<file path="config.mk">
export PLATFORM = sky130hd
export DESIGN_NAME = ivt_timer
export DESIGN_NICKNAME = d
export VERILOG_FILES = /design/src/rtl/ivt_pkg.sv /design/src/rtl/ivt_regs.sv /design/src/rtl/ivt_counter.sv /design/src/rtl/ivt_compare.sv /design/src/rtl/ivt_pins.sv /design/src/rtl/ivt_timer.sv
export SDC_FILE = /design/constraint.sdc
export NUM_CORES = 1
export LEC_CHECK = 0
export CORE_UTILIZATION = 44
export CTS_CLUSTER_DIAMETER = 100
export CTS_CLUSTER_SIZE = 40
export DETAILED_ROUTE_END_ITERATION = 16
export PLACE_DENSITY = 0.66
export RECOVER_POWER = 50
export SLEW_MARGIN = 20
export SYNTH_ARGS = -nofsm -noshare
export SYNTH_HDL_FRONTEND = slang
export SYNTH_SLANG_ARGS = --single-unit
</file>
<file path="constraint.sdc">
create_clock -name clk -period 5.3 [get_ports clk]
set_input_delay 1.06 -clock clk [delete_from_list [all_inputs] [get_ports clk]]
set_output_delay 1.06 -clock clk [all_outputs]
set_load 0.03 [all_outputs]
</file>
<file path="src/rtl/ivt_pkg.sv">
package ivt_pkg;
  // Register address map
  localparam int unsigned REG_CTRL     = 0;
  localparam int unsigned REG_MASK     = 1;
  localparam int unsigned REG_PIN      = 2;
  localparam int unsigned REG_COUNT    = 3;
  localparam int unsigned REG_CMP_BASE = 4;
endpackage

</file>
<file path="src/rtl/ivt_regs.sv">
module ivt_regs
  import ivt_pkg::*;
#(
  parameter int CNT_W  = 16,
  parameter int NCH    = 4,
  parameter int NPIN   = 4,
  parameter int ADDR_W = 3
) (
  input  logic                          clk,
  input  logic                          rst_n,
  input  logic                          wr_en,
  input  logic [ADDR_W-1:0]             wr_addr,
  input  logic [CNT_W-1:0]              wr_data,
  input  logic [ADDR_W-1:0]             rd_addr,
  input  logic [CNT_W-1:0]              cnt,
  output logic                          run,
  output logic                          start,
  output logic [NCH-1:0]                mask,
  output logic [NPIN-1:0]               pin_en,
  output logic [NPIN-1:0]               pin_lvl,
  output logic [NCH-1:0][CNT_W-1:0]     cmp,
  output logic [CNT_W-1:0]              rd_data
);

  logic                      run_q, run_d;
  logic [NCH-1:0]            mask_q, mask_d;
  logic [NPIN-1:0]           en_q, en_d, lvl_q, lvl_d;
  logic [NCH-1:0][CNT_W-1:0] cmp_q, cmp_d;

  // next-state: register writes
  always_comb begin
    run_d  = run_q;
    mask_d = mask_q;
    en_d   = en_q;
    lvl_d  = lvl_q;
    cmp_d  = cmp_q;
    if (wr_en) begin
      if (wr_addr == ADDR_W'(REG_CTRL)) run_d = wr_data[0];
      if (wr_addr == ADDR_W'(REG_MASK)) mask_d = wr_data[NCH-1:0];
      if (wr_addr == ADDR_W'(REG_PIN)) begin
        en_d  = wr_data[NPIN-1:0];
        lvl_d = wr_data[2*NPIN-1:NPIN];
      end
      for (int k = 0; k < NCH; k++) begin
        if (wr_addr == ADDR_W'(REG_CMP_BASE + k)) cmp_d[k] = wr_data;
      end
    end
  end

  always_ff @(posedge clk or negedge rst_n) begin
    if (!rst_n) begin
      run_q  <= 1'b0;
      mask_q <= '0;
      en_q   <= '0;
      lvl_q  <= '0;
      cmp_q  <= '0;
    end else begin
      run_q  <= run_d;
      mask_q <= mask_d;
      en_q   <= en_d;
      lvl_q  <= lvl_d;
      cmp_q  <= cmp_d;
    end
  end

  // timer start: run bit written to 1 while stopped
  assign start = wr_en && (wr_addr == ADDR_W'(REG_CTRL)) && wr_data[0] && !run_q;

  // read mux
  always_comb begin
    rd_data = '0;
    if (rd_addr == ADDR_W'(REG_CTRL)) rd_data[0] = run_q;
    if (rd_addr == ADDR_W'(REG_MASK)) rd_data[NCH-1:0] = mask_q;
    if (rd_addr == ADDR_W'(REG_PIN)) begin
      rd_data[NPIN-1:0]      = en_q;
      rd_data[2*NPIN-1:NPIN] = lvl_q;
    end
    if (rd_addr == ADDR_W'(REG_COUNT)) rd_data = cnt;
    for (int k = 0; k < NCH; k++) begin
      if (rd_addr == ADDR_W'(REG_CMP_BASE + k)) rd_data = cmp_q[k];
    end
  end

  assign run     = run_q;
  assign mask    = mask_q;
  assign pin_en  = en_q;
  assign pin_lvl = lvl_q;
  assign cmp     = cmp_q;

endmodule

</file>
<file path="src/rtl/ivt_counter.sv">
module ivt_counter #(
  parameter int CNT_W = 16
) (
  input  logic             clk,
  input  logic             rst_n,
  input  logic             run,
  input  logic             cnt_en,
  input  logic [CNT_W-1:0] period,
  output logic [CNT_W-1:0] cnt,
  output logic             evt
);

  logic [CNT_W-1:0] cnt_q, cnt_d;
  logic             at_end;

  assign at_end = (cnt_q == period);
  assign evt    = run && cnt_en && at_end;

  always_comb begin
    cnt_d = cnt_q;
    if (!run)           cnt_d = '0;
    else if (cnt_en) begin
      if (at_end)       cnt_d = '0;
      else              cnt_d = cnt_q + 1'b1;
    end
  end

  always_ff @(posedge clk or negedge rst_n) begin
    if (!rst_n) cnt_q <= '0;
    else        cnt_q <= cnt_d;
  end

  assign cnt = cnt_q;

endmodule

</file>
<file path="src/rtl/ivt_compare.sv">
module ivt_compare #(
  parameter int CNT_W = 16,
  parameter int NCH   = 4
) (
  input  logic                      clk,
  input  logic                      rst_n,
  input  logic                      run,
  input  logic                      cnt_en,
  input  logic                      evt,
  input  logic                      start,
  input  logic [CNT_W-1:0]          cnt,
  input  logic [NCH-1:0]            mask,
  input  logic [NCH-1:1][CNT_W-1:0] cmp,
  output logic [NCH-1:1][CNT_W-1:0] bufs,
  output logic [NCH-1:0]            irq
);

  logic           load;
  logic [NCH-1:0] irq_d, irq_q;

  assign load     = evt || start;
  assign irq_d[0] = evt && !mask[0];

  for (genvar g = 1; g < NCH; g++) begin : g_chan
    logic [CNT_W-1:0] buf_q, buf_d;

    always_comb begin
      buf_d = buf_q;
      if (load) buf_d = cmp[g];
    end

    always_ff @(posedge clk or negedge rst_n) begin
      if (!rst_n) buf_q <= '0;
      else        buf_q <= buf_d;
    end

    assign irq_d[g] = run && cnt_en && (cnt == buf_q) && !mask[g];
    assign bufs[g]  = buf_q;
  end

  always_ff @(posedge clk or negedge rst_n) begin
    if (!rst_n) irq_q <= '0;
    else        irq_q <= irq_d;
  end

  assign irq = irq_q;

endmodule

</file>
<file path="src/rtl/ivt_pins.sv">
module ivt_pins #(
  parameter int NPIN = 4
) (
  input  logic            clk,
  input  logic            rst_n,
  input  logic            run,
  input  logic            evt,
  input  logic [NPIN-1:0] pin_en,
  input  logic [NPIN-1:0] pin_lvl,
  output logic [NPIN-1:0] tout
);

  for (genvar g = 0; g < NPIN; g++) begin : g_pin
    logic tog_q, tog_d;

    always_comb begin
      tog_d = tog_q;
      if (!pin_en[g] || !run) tog_d = pin_lvl[g];
      else if (evt)           tog_d = !tog_q;
    end

    always_ff @(posedge clk or negedge rst_n) begin
      if (!rst_n) tog_q <= 1'b0;
      else        tog_q <= tog_d;
    end

    assign tout[g] = pin_en[g] ? tog_q : pin_lvl[g];
  end

endmodule

</file>
<file path="src/rtl/ivt_timer.sv">
module ivt_timer #(
  parameter  int CNT_W  = 16,
  parameter  int NCMP   = 3,
  parameter  int NPIN   = 4,
  localparam int NCH    = NCMP + 1,
  localparam int ADDR_W = $clog2(NCH + 4)
) (
  input  logic              clk,
  input  logic              rst_n,
  input  logic              cnt_en,
  input  logic              wr_en,
  input  logic [ADDR_W-1:0] wr_addr,
  input  logic [CNT_W-1:0]  wr_data,
  input  logic [ADDR_W-1:0] rd_addr,
  output logic [CNT_W-1:0]  rd_data,
  output logic [NCH-1:0]    irq,
  output logic [NPIN-1:0]   tout
);

  // reset: asserted asynchronously, released on the clock
  logic [1:0] rst_pipe;
  logic       rst_sync;

  always_ff @(posedge clk or negedge rst_n) begin
    if (!rst_n) rst_pipe <= 2'b00;
    else        rst_pipe <= {rst_pipe[0], 1'b1};
  end
  assign rst_sync = rst_pipe[1];

  logic                      run, start, evt;
  logic [NCH-1:0]            mask;
  logic [NPIN-1:0]           pin_en, pin_lvl;
  logic [NCH-1:0][CNT_W-1:0] cmp;
  logic [NCH-1:1][CNT_W-1:0] bufs;
  logic [CNT_W-1:0]          cnt, period;

  assign period = cmp[0];

  ivt_regs #(.CNT_W(CNT_W), .NCH(NCH), .NPIN(NPIN), .ADDR_W(ADDR_W)) u_regs (
    .clk(clk), .rst_n(rst_sync), .wr_en(wr_en), .wr_addr(wr_addr), .wr_data(wr_data),
    .rd_addr(rd_addr), .cnt(cnt), .run(run), .start(start), .mask(mask),
    .pin_en(pin_en), .pin_lvl(pin_lvl), .cmp(cmp), .rd_data(rd_data)
  );

  ivt_counter #(.CNT_W(CNT_W)) u_counter (
    .clk(clk), .rst_n(rst_sync), .run(run), .cnt_en(cnt_en), .period(period),
    .cnt(cnt), .evt(evt)
  );

  ivt_compare #(.CNT_W(CNT_W), .NCH(NCH)) u_compare (
    .clk(clk), .rst_n(rst_sync), .run(run), .cnt_en(cnt_en), .evt(evt), .start(start),
    .cnt(cnt), .mask(mask), .cmp(cmp[NCH-1:1]), .bufs(bufs), .irq(irq)
  );

  ivt_pins #(.NPIN(NPIN)) u_pins (
    .clk(clk), .rst_n(rst_sync), .run(run), .evt(evt), .pin_en(pin_en),
    .pin_lvl(pin_lvl), .tout(tout)
  );

endmodule

</file>
* After elaboration in Yosys (flattened, before gate mapping)
Cells that the tools add are included.
** Cells by class
- $add $sub $neg :: 1
- Eq/ne operators :: 18
- Mux-type cells :: 23
- Reduce and logical (&&, ||, !) cells :: 43
** Operators with widths (count)
- 2-to-1 mux 16 bit :: 8
- equality test 16 bit :: 4
- equality test 3 bit, second input constant :: 8
- adder 16 x 1 -> 16 bit, second input constant :: 1
- AND reduction 2 bit :: 7
- logical NOT 1 bit :: 13
- 2-to-1 mux 1 bit :: 13
- logical AND 1 bit :: 12
- equality test 3 x 2 -> 1 bit, second input constant :: 3
- 2-to-1 mux 8 bit :: 1
- nonzero test 2 bit :: 4
- equality test 3 x 1 -> 1 bit, second input constant :: 2
- logical NOT 3 bit :: 2
- logical OR 1 bit :: 5
- 2-to-1 mux 4 bit :: 1
- != test 2 bit, second input constant :: 1
** Storage, ports and cells
- Register bits :: 151
- Input bits :: 26
- Word-level logic and storage cells :: 103

* Depth between registers and ports, before layout
Gate-level depths: netlist of the first run.
- Depth in word-level cells :: 9
- Mapped depth :: 8
- Gate-level depth less buffers :: 6

* Modules after synthesis
A second synthesis of the first run with hierarchy kept.
** Second synthesis, totals
- Cells, all modules :: 620
- Area total of the unflattened synthesis :: 7723.7 sq um
** By module, submodules not included
- ivt_regs :: times used 1, cells an instance 285, area each 3769.9 sq um, seq. area each 1926.8 sq um
- ivt_compare :: times used 1, cells an instance 174, area each 2443.6 sq um, seq. area each 1301.2 sq um
- ivt_counter :: times used 1, cells an instance 136, area each 1214.9 sq um, seq. area each 400.4 sq um
- ivt_pins :: times used 1, cells an instance 22, area each 241.5 sq um, seq. area each 100.1 sq um
- ivt_timer :: times used 1, cells an instance 3, area each 53.8 sq um, seq. area each 50.0 sq um

* Least setup slack after synthesis of the first run
OpenSTA, ideal clock, no wires.
- Path kind :: input -> output
- Start point :: in rd_addr[0]
- End point :: out rd_data[5]
- Arrival :: 2.788 ns
- Data required time :: 4.240 ns
- Setup slack :: 1.452 ns
- Stages on the path :: 5
- Buffers on the path :: 3
- Cell sequence :: buf_2 -> buf_1 -> clkbuf_1 -> mux2i_1 -> o21ai_0
** On the way
- Cells in the longest elaborated chain, start to end :: 7
- Elaborated cells between the ends (all ways) :: 12
- Classes of those cells :: eq/ne (6); mux (6)
** Ends and longest elaborated chain
- start: declaration :: line ivt_timer.sv:14 : input logic [ADDR_W-1:0] rd_addr,
- equality test 3 x 2 -> 1 bit :: line ivt_regs.sv:74 : if (rd_addr == ADDR_W'(REG_PIN)) begin
- 2-to-1 mux 8 bit :: line ivt_regs.sv:74
- 2-to-1 mux 16 bit :: line ivt_regs.sv:78 : if (rd_addr == ADDR_W'(REG_COUNT)) rd_data = cnt;
- 2-to-1 mux 16 bit (3 in series) :: line ivt_regs.sv:80 : if (rd_addr == ADDR_W'(REG_CMP_BASE + k)) rd_data = cmp_q[k];
- 2-to-1 mux 16 bit (*) :: line ivt_regs.sv:80
- end: declaration :: line ivt_timer.sv:15 : output logic [CNT_W-1:0] rd_data,
Mark *: on every way between the ends. The rest lies on a longest branch, timed or not.

* Worst setup path after layout of the first run
- Start point :: in rd_addr[2]
- End point :: out rd_data[15]
** On the way
- Cells in the longest elaborated chain, start to end :: 6
- Elaborated cells between the ends (all ways) :: 10
- Classes of those cells :: eq/ne (5); mux (5)
** Ends and longest elaborated chain (line)
- equality test 3 x 2 -> 1 bit :: ivt_regs.sv:78
- 2-to-1 mux 16 bit :: ivt_regs.sv:78
- 2-to-1 mux 16 bit (3 in series) :: ivt_regs.sv:80
- 2-to-1 mux 16 bit (*) :: ivt_regs.sv:80
Marked as above.

==> run summary, run 1 <==
internal power - 2.64 mW
synth unique cells - 47
nature of the critical path startpoint - input port
Pwr Total - 3.75 mW
NumNets Final - 692
largest area contributor in the netlist - dfrtp_1
proportion of layout cells with a drive suffix above 1 - 0.298
setup bufs post-CTS - 0
Pre-Repair DR Iteration Count - 5
Worst R2R Setup Slack - 2010 ps
DPL Wire Length - 13500 µm
Post-CTS Resized - 0
GPL Wtd Cong - 0.823
setup TNS - 0 ps
Area growth, synth to finish - 16.7%
area of placed instances - 8390 µm²
Setup crit end - rd_data[15]
number of max-cap violations - 1
met3 WL - 745 µm
vias in the first global route - 5384
Mean Syn Cell Area - 12.3 µm²
routed length on met2 - 9570 µm
initial core utilization - 0.449
clk_lat worst skew - 430 ps
register area share after synthesis - 0.490
largest net degree at the start of global routing - 60
Root Buffer - clkbuf_16
commonest cells in the netlist - dfrtp_1, mux2_2, xor2_1
crit end category - output port
Sink Count - 151
outcome - finished with violations
Slew @ Worst Pin - 2420 ps
CTS tree - done
number of vias per cell - 5.82
register bit total from synthesis - 151
final non-filler cell area - 8990 µm²
first-pass GRT wire length - 31400 µm
mapped cell area - 7710 µm²
Clock H-tree levels - 4
ant diodes - 0
post-route ant nets - 0
top_reg_cell synth - dfrtp_1
Synth area leaders - dfrtp_1, mux2_2, xor2_1
critical path data arrival time - 3710 ps
Pleak - 4.12 nW
total number of vias - 5253
area fraction of the dominant cell type after synthesis - 0.490
fin util - 0.524
Ys Warns - 0
R2R depth - 1
Worst-path clk slew - 60 ps
Mapped Cells - 627
Fmax - 0.210 GHz
Die X - 134 µm
GR Overflow Total - 0
reg-to-reg startpoint - rst_pipe[1]
top-count cell post-synth - dfrtp_1
Seq pwr share - 0.439
Max-slew headroom - -0.611
unrepaired setup endpoints after global routing - false
DR DRC count - 0
minimum clock period - 4770 ps
Worst Path Required - 4240 ps
standard-cell rows - 48
Buffers on Ports - 49
maximum vdd ir drop - 259 µV
Final Skew - 9.81 ps
Fin. Hold Viols - 0
Tcrit/Tclk final - 0.900
max-slew violation count - 60
PwrDens - 417 nW/µm²
total track usage - 0.234
clock share of power - 0.345
switching part of the total power - 0.296
Post-synth EDFFs - 0
drt first-iter violations - 370
fill cell count - 1503
Reg-to-Reg End - u_regs.cmp[20]
CTS Hold Buffers Added - 0
Worst setup startpoint - rd_addr[2]
maximum clock path buffer count - 2
Synth Net Count - 654
Routed WL per cell - 21.8 µm
wl on met1 - 8950 µm
crit path max fanout - 13
hold crit path type - flop to flop
core area - 17200 µm²
ys async rst share - 1.00
Max Used Layer - met4
final setup fails - 0
Die Y - 134 µm
Die Footprint - 18000 µm²
Combinational Power Share - 0.217
initial antenna violation count - 0
failing checks - capacitance limit, slew limit
TritonCTS Buffers - 17
total wire length - 19600 µm
Psw - 1.11 mW
Crit Path Class - input port to output port
io pins - 50
-- worst min path at each step --
stage	start	endpoint	slack [ps]	depth (start not counted)
floorplan	rst_pipe[0]	rst_pipe[1]	330	0
global placement	rst_pipe[0]	rst_pipe[1]	340	0
detailed placement	rst_pipe[0]	rst_pipe[1]	350	0
CTS	rst_pipe[0]	rst_pipe[1]	360	0
global route	rst_pipe[0]	rst_pipe[1]	380	0
finish	rst_pipe[0]	rst_pipe[1]	360	0
-- state kept, by name, indices dropped and copies added, names as in the netlist --
name                    cells
u_regs.pin_en               4
rst_pipe                    2
u_counter.cnt              16
u_regs.cmp                 64
u_compare.irq               4
u_regs.run                  1
u_compare.g_chan.buf_q     48
u_regs.mask                 4
u_pins.g_pin.tog_q          4
u_regs.pin_lvl              4
-- layer usage --
metal,vias up,track usage
met1,2736,0.321
met3,23,0.0351
met2,145,0.379
met5,-,0
li1,2349,-
met4,0,0.0811
-- layout by cell type (no fill, tap or decap), drive strengths merged, types with 14 or more instances in the layout --
master	Yosys	routed
mux2	141	141
dfrtp	151	151
a21oi	21	21
clkdlybuf4s50	0	46
buf	18	15
xor2	64	64
nor4	17	17
o21ai	23	23
nand2	31	31
mux2i	14	14
clkbuf	30	21
-- power groups by stage --
stage	logic, mW	clock network, mW	registers [mW]
5_1_grt	0.877	1.35	1.68
6_report	0.813	1.29	1.64
3_5_place_dp	0.812	0	1.66
4_1_cts	0.819	1.31	1.64
2_1_floorplan	0.590	0	1.58
3_3_place_gp	0.793	0	1.65
-- logic make-up after synthesis --
family,share of synthesized area
AOI/OAI and AO/OA,0.0609
xor gates and xnor gates,0.0727
and+or+nand+nor,0.0872
adders and majority gates,0.00162
other,0.000487
muxes,0.254
buffers and inverters,0.0325
DFF,0.490
-- area by class of cell --
cell class              instances  area (µm²)  area share
flip-flops and latches        151        3780       0.420
repair buffers                 67         608      0.0676
multi-input cells             421        3670       0.408
inverters                       7        26.3     0.00292
clock inverters                15         201      0.0224
well taps                     225         282      0.0313
clock buffers                  17         425      0.0473
-- stage by stage --
step	hold slack, ps	instances	setup slack, ps
2_1_floorplan	331	627	781
3_3_place_gp	339	871	598
3_5_place_dp	346	871	552
4_1_cts	362	903	520
5_1_grt	376	903	397
6_report	357	903	532
-- worst max-delay path: stages --
cell             delay (ps)
clkdlybuf4s50_1         950
nor2b_1                 680
a221oi_1                160
a21oi_1                 160
clkdlybuf4s50_1         690
(Power assumes the default switching activity.)
==> run 2: changes to the inputs <==
--- a/config.mk
+++ b/config.mk
@@ -6,7 +6,8 @@
 export NUM_CORES = 1
 export LEC_CHECK = 0
 export CORE_UTILIZATION = 44
-export CTS_CLUSTER_DIAMETER = 100
+export CTS_BUF_LIST = sky130_fd_sc_hd__clkbuf_8
+export CTS_CLUSTER_DIAMETER = 60
 export CTS_CLUSTER_SIZE = 40
 export DETAILED_ROUTE_END_ITERATION = 16
 export PLACE_DENSITY = 0.66
==> constraint.sdc (replaced) <==
create_clock -name clk -period 5.2 [get_ports clk]
set_input_delay 1.04 -clock clk [delete_from_list [all_inputs] [get_ports clk]]
set_output_delay 1.04 -clock clk [all_outputs]
set_load 0.03 [all_outputs]
==> run 2 against run 1 <==
Against the previous run: critical path type unchanged; wire length decreased by 1.7%; the flow still finishes with violations (capacitance limit, slew limit); utilization decreased by 1.1 points; clock-buffer cell count rose by 2; non-clock buffer count fell by 1; sequential power increased by 3%.
==> run summary, run 2 (same netlist as run 1, synthesis figures left out) <==
crit path max fanout - 14 (+1)
proportion of layout cells with a drive suffix above 1 - 0.297 (-0.00104)
Placed Cells - 870 (-0.11%)
first-pass GRT wire length - 31200 µm (-0.70%)
final setup fails - 0 (unchanged)
max FFs per register - 64 (unchanged)
Pwr Total - 3.47 mW (-7.3%)
Max-slew headroom - -0.677 (-0.0663)
ant diodes - 0 (unchanged)
number of vias per cell - 5.72 (-1.7%)
failing checks - capacitance limit, slew limit
standard-cell rows - 48 (unchanged)
hold crit path type - flop to flop
DR DRC count - 0 (unchanged)
Post-CTS Resized - 0 (unchanged)
CTS Hold Buffers Added - 0 (unchanged)
maximum vdd ir drop - 169 µV (-35%)
PwrDens - 394 nW/µm² (-5.3%)
core area - 17200 µm² (unchanged)
total number of vias - 5156 (-1.8%)
drt first-iter violations - 396 (+7.0%)
number of max-cap violations - 2 (+1)
Tcrit/Tclk final - 0.862
io pins - 50 (unchanged)
Worst-path clk slew - 80 ps (+20 ps)
largest net degree at the start of global routing - 58 (-3.3%)
maximum clock path buffer count - 2 (unchanged)
vias in the first global route - 5370 (-0.26%)
Pre-Repair DR Iteration Count - 5 (unchanged)
Die Y - 134 µm (unchanged)
setup bufs post-CTS - 0 (unchanged)
clk_lat worst skew - 460 ps (+30 ps)
Clock H-tree levels - 4 (unchanged)
commonest non-fill, non-tap cell in the layout - dfrtp_1
outcome - finished with violations
CTS tree - done
total wire length - 19300 µm (-1.7%)
Fin. Hold Viols - 0 (unchanged)
minimum clock period - 4480 ps
critical path data arrival time - 3440 ps (-270 ps)
post-route ant nets - 0 (unchanged)
Die Footprint - 18000 µm² (unchanged)
NumNets Final - 691 (-0.14%)
Slew @ Worst Pin - 2520 ps (+99.4 ps)
Pleak - 4.03 nW (-2.3%)
Buffers on Ports - 49 (unchanged)
initial core utilization - 0.449 (unchanged)
GPL Wtd Cong - 0.832 (+1.1%)
nature of the critical path startpoint - input port
setup TNS - 0 ps (unchanged)
Hold Worst Slack - 360 ps (+2.93 ps)
GR Overflow Total - 0 (unchanged)
initial antenna violation count - 0 (unchanged)
TritonCTS Buffers - 17 (unchanged)
Sink Count - 151 (unchanged)
dpl ws - 703 ps (+151 ps)
final worst slack - 718 ps (+186 ps)
total track usage - 0.232 (-0.00203)
Fmax - 0.223 GHz
Routed WL per cell - 21.4 µm (-1.6%)
Area growth, synth to finish - 14.3%
Final Skew - 14.7 ps (+4.90 ps)
unrepaired setup endpoints after global routing - false
Crit Path Class - input port to output port
max-slew violation count - 96 (+60%)
Die X - 134 µm (unchanged)
Root Buffer - clkbuf_8
DPL Wire Length - 13600 µm (+1.1%)
commonest non-fill, non-tap cells in the layout - dfrtp_1, mux2_2, xor2_1
Non-Filler Instances - 902 (-0.11%)
Worst Path Required - 4160 ps (-80 ps)
crit end category - output port
[run 2: cell types whose count changed in the layout (fill, tap and decap cells not counted)]
cell,change
clkbuf_8,+19
clkbuf_16,-17
buf_4,-2
clkinv_2,-2
buf_12,+1
bufinv_16,-1
clkbuf_1,+1
clkbuf_2,-1
clkinv_4,-1
clkinvlp_4,+1
inv_6,+1
nor4_1,-1
nor4_2,+1
[run 2: final cells by class]
class,count,area [µm²]
clock buffers,19,262
well taps,225,282
fillers,1511,8370
inverters,7,26.3
multi-input cells,421,3680
flip-flops and latches,151,3780
clock inverters,13,169
repair buffers,66,612
[run 2: per-layer routing]
| layer | vias up | GRT usage | part of all wire |
|---|---|---|---|
| met1 | 2630 | 0.319 | 0.46 |
| met2 | 147 | 0.371 | 0.49 |
| li1 | 2351 | - | - |
| met3 | 28 | 0.0435 | 0.039 |
| met4 | 0 | 0.0749 | 0.017 |
| met5 | - | 0 | 0 |
[run 2: path summary, 6_finish.rpt]
kind                        startpoint                            to  slack (ps)  cells past startpoint
setup / recovery            rd_addr[2]                    rd_data[8]         720                      5
min in group asynchronous        rst_n                   rst_pipe[1]         800                      1
hold reg to reg            rst_pipe[0]                   rst_pipe[1]         360                      0
hold / removal             rst_pipe[0]                   rst_pipe[1]         360                      0
setup reg to reg           rst_pipe[1]  u_compare.g_chan[1].buf_q[5]        1180                      1
max in group asynchronous  rst_pipe[1]  u_compare.g_chan[1].buf_q[5]        1180                      1
[run 2: power breakdown]
part	internal (mW)	switching [mW]	total (mW)	leakage [nW]
sequential	1.43	0.252	1.69	1.90
clock	0.505	0.476	0.981	0.205
combinational	0.448	0.360	0.808	1.92
total	2.39	1.09	3.47	4.03
[run 2: per-stage QoR]
step / area, µm² / util
finish: 8810 / 0.513
floorplan: 7710 / -
CTS: 8830 / 0.514
global route: 8810 / 0.513
detailed placement: 8400 / 0.489
global placement: 8400 / 0.489
[run 2: worst max-delay path, stage by stage]
cell	delay, ps
clkdlybuf4s50_1	770
and3b_1	580
a221oi_1	160
a21oi_1	190
clkdlybuf4s50_1	700
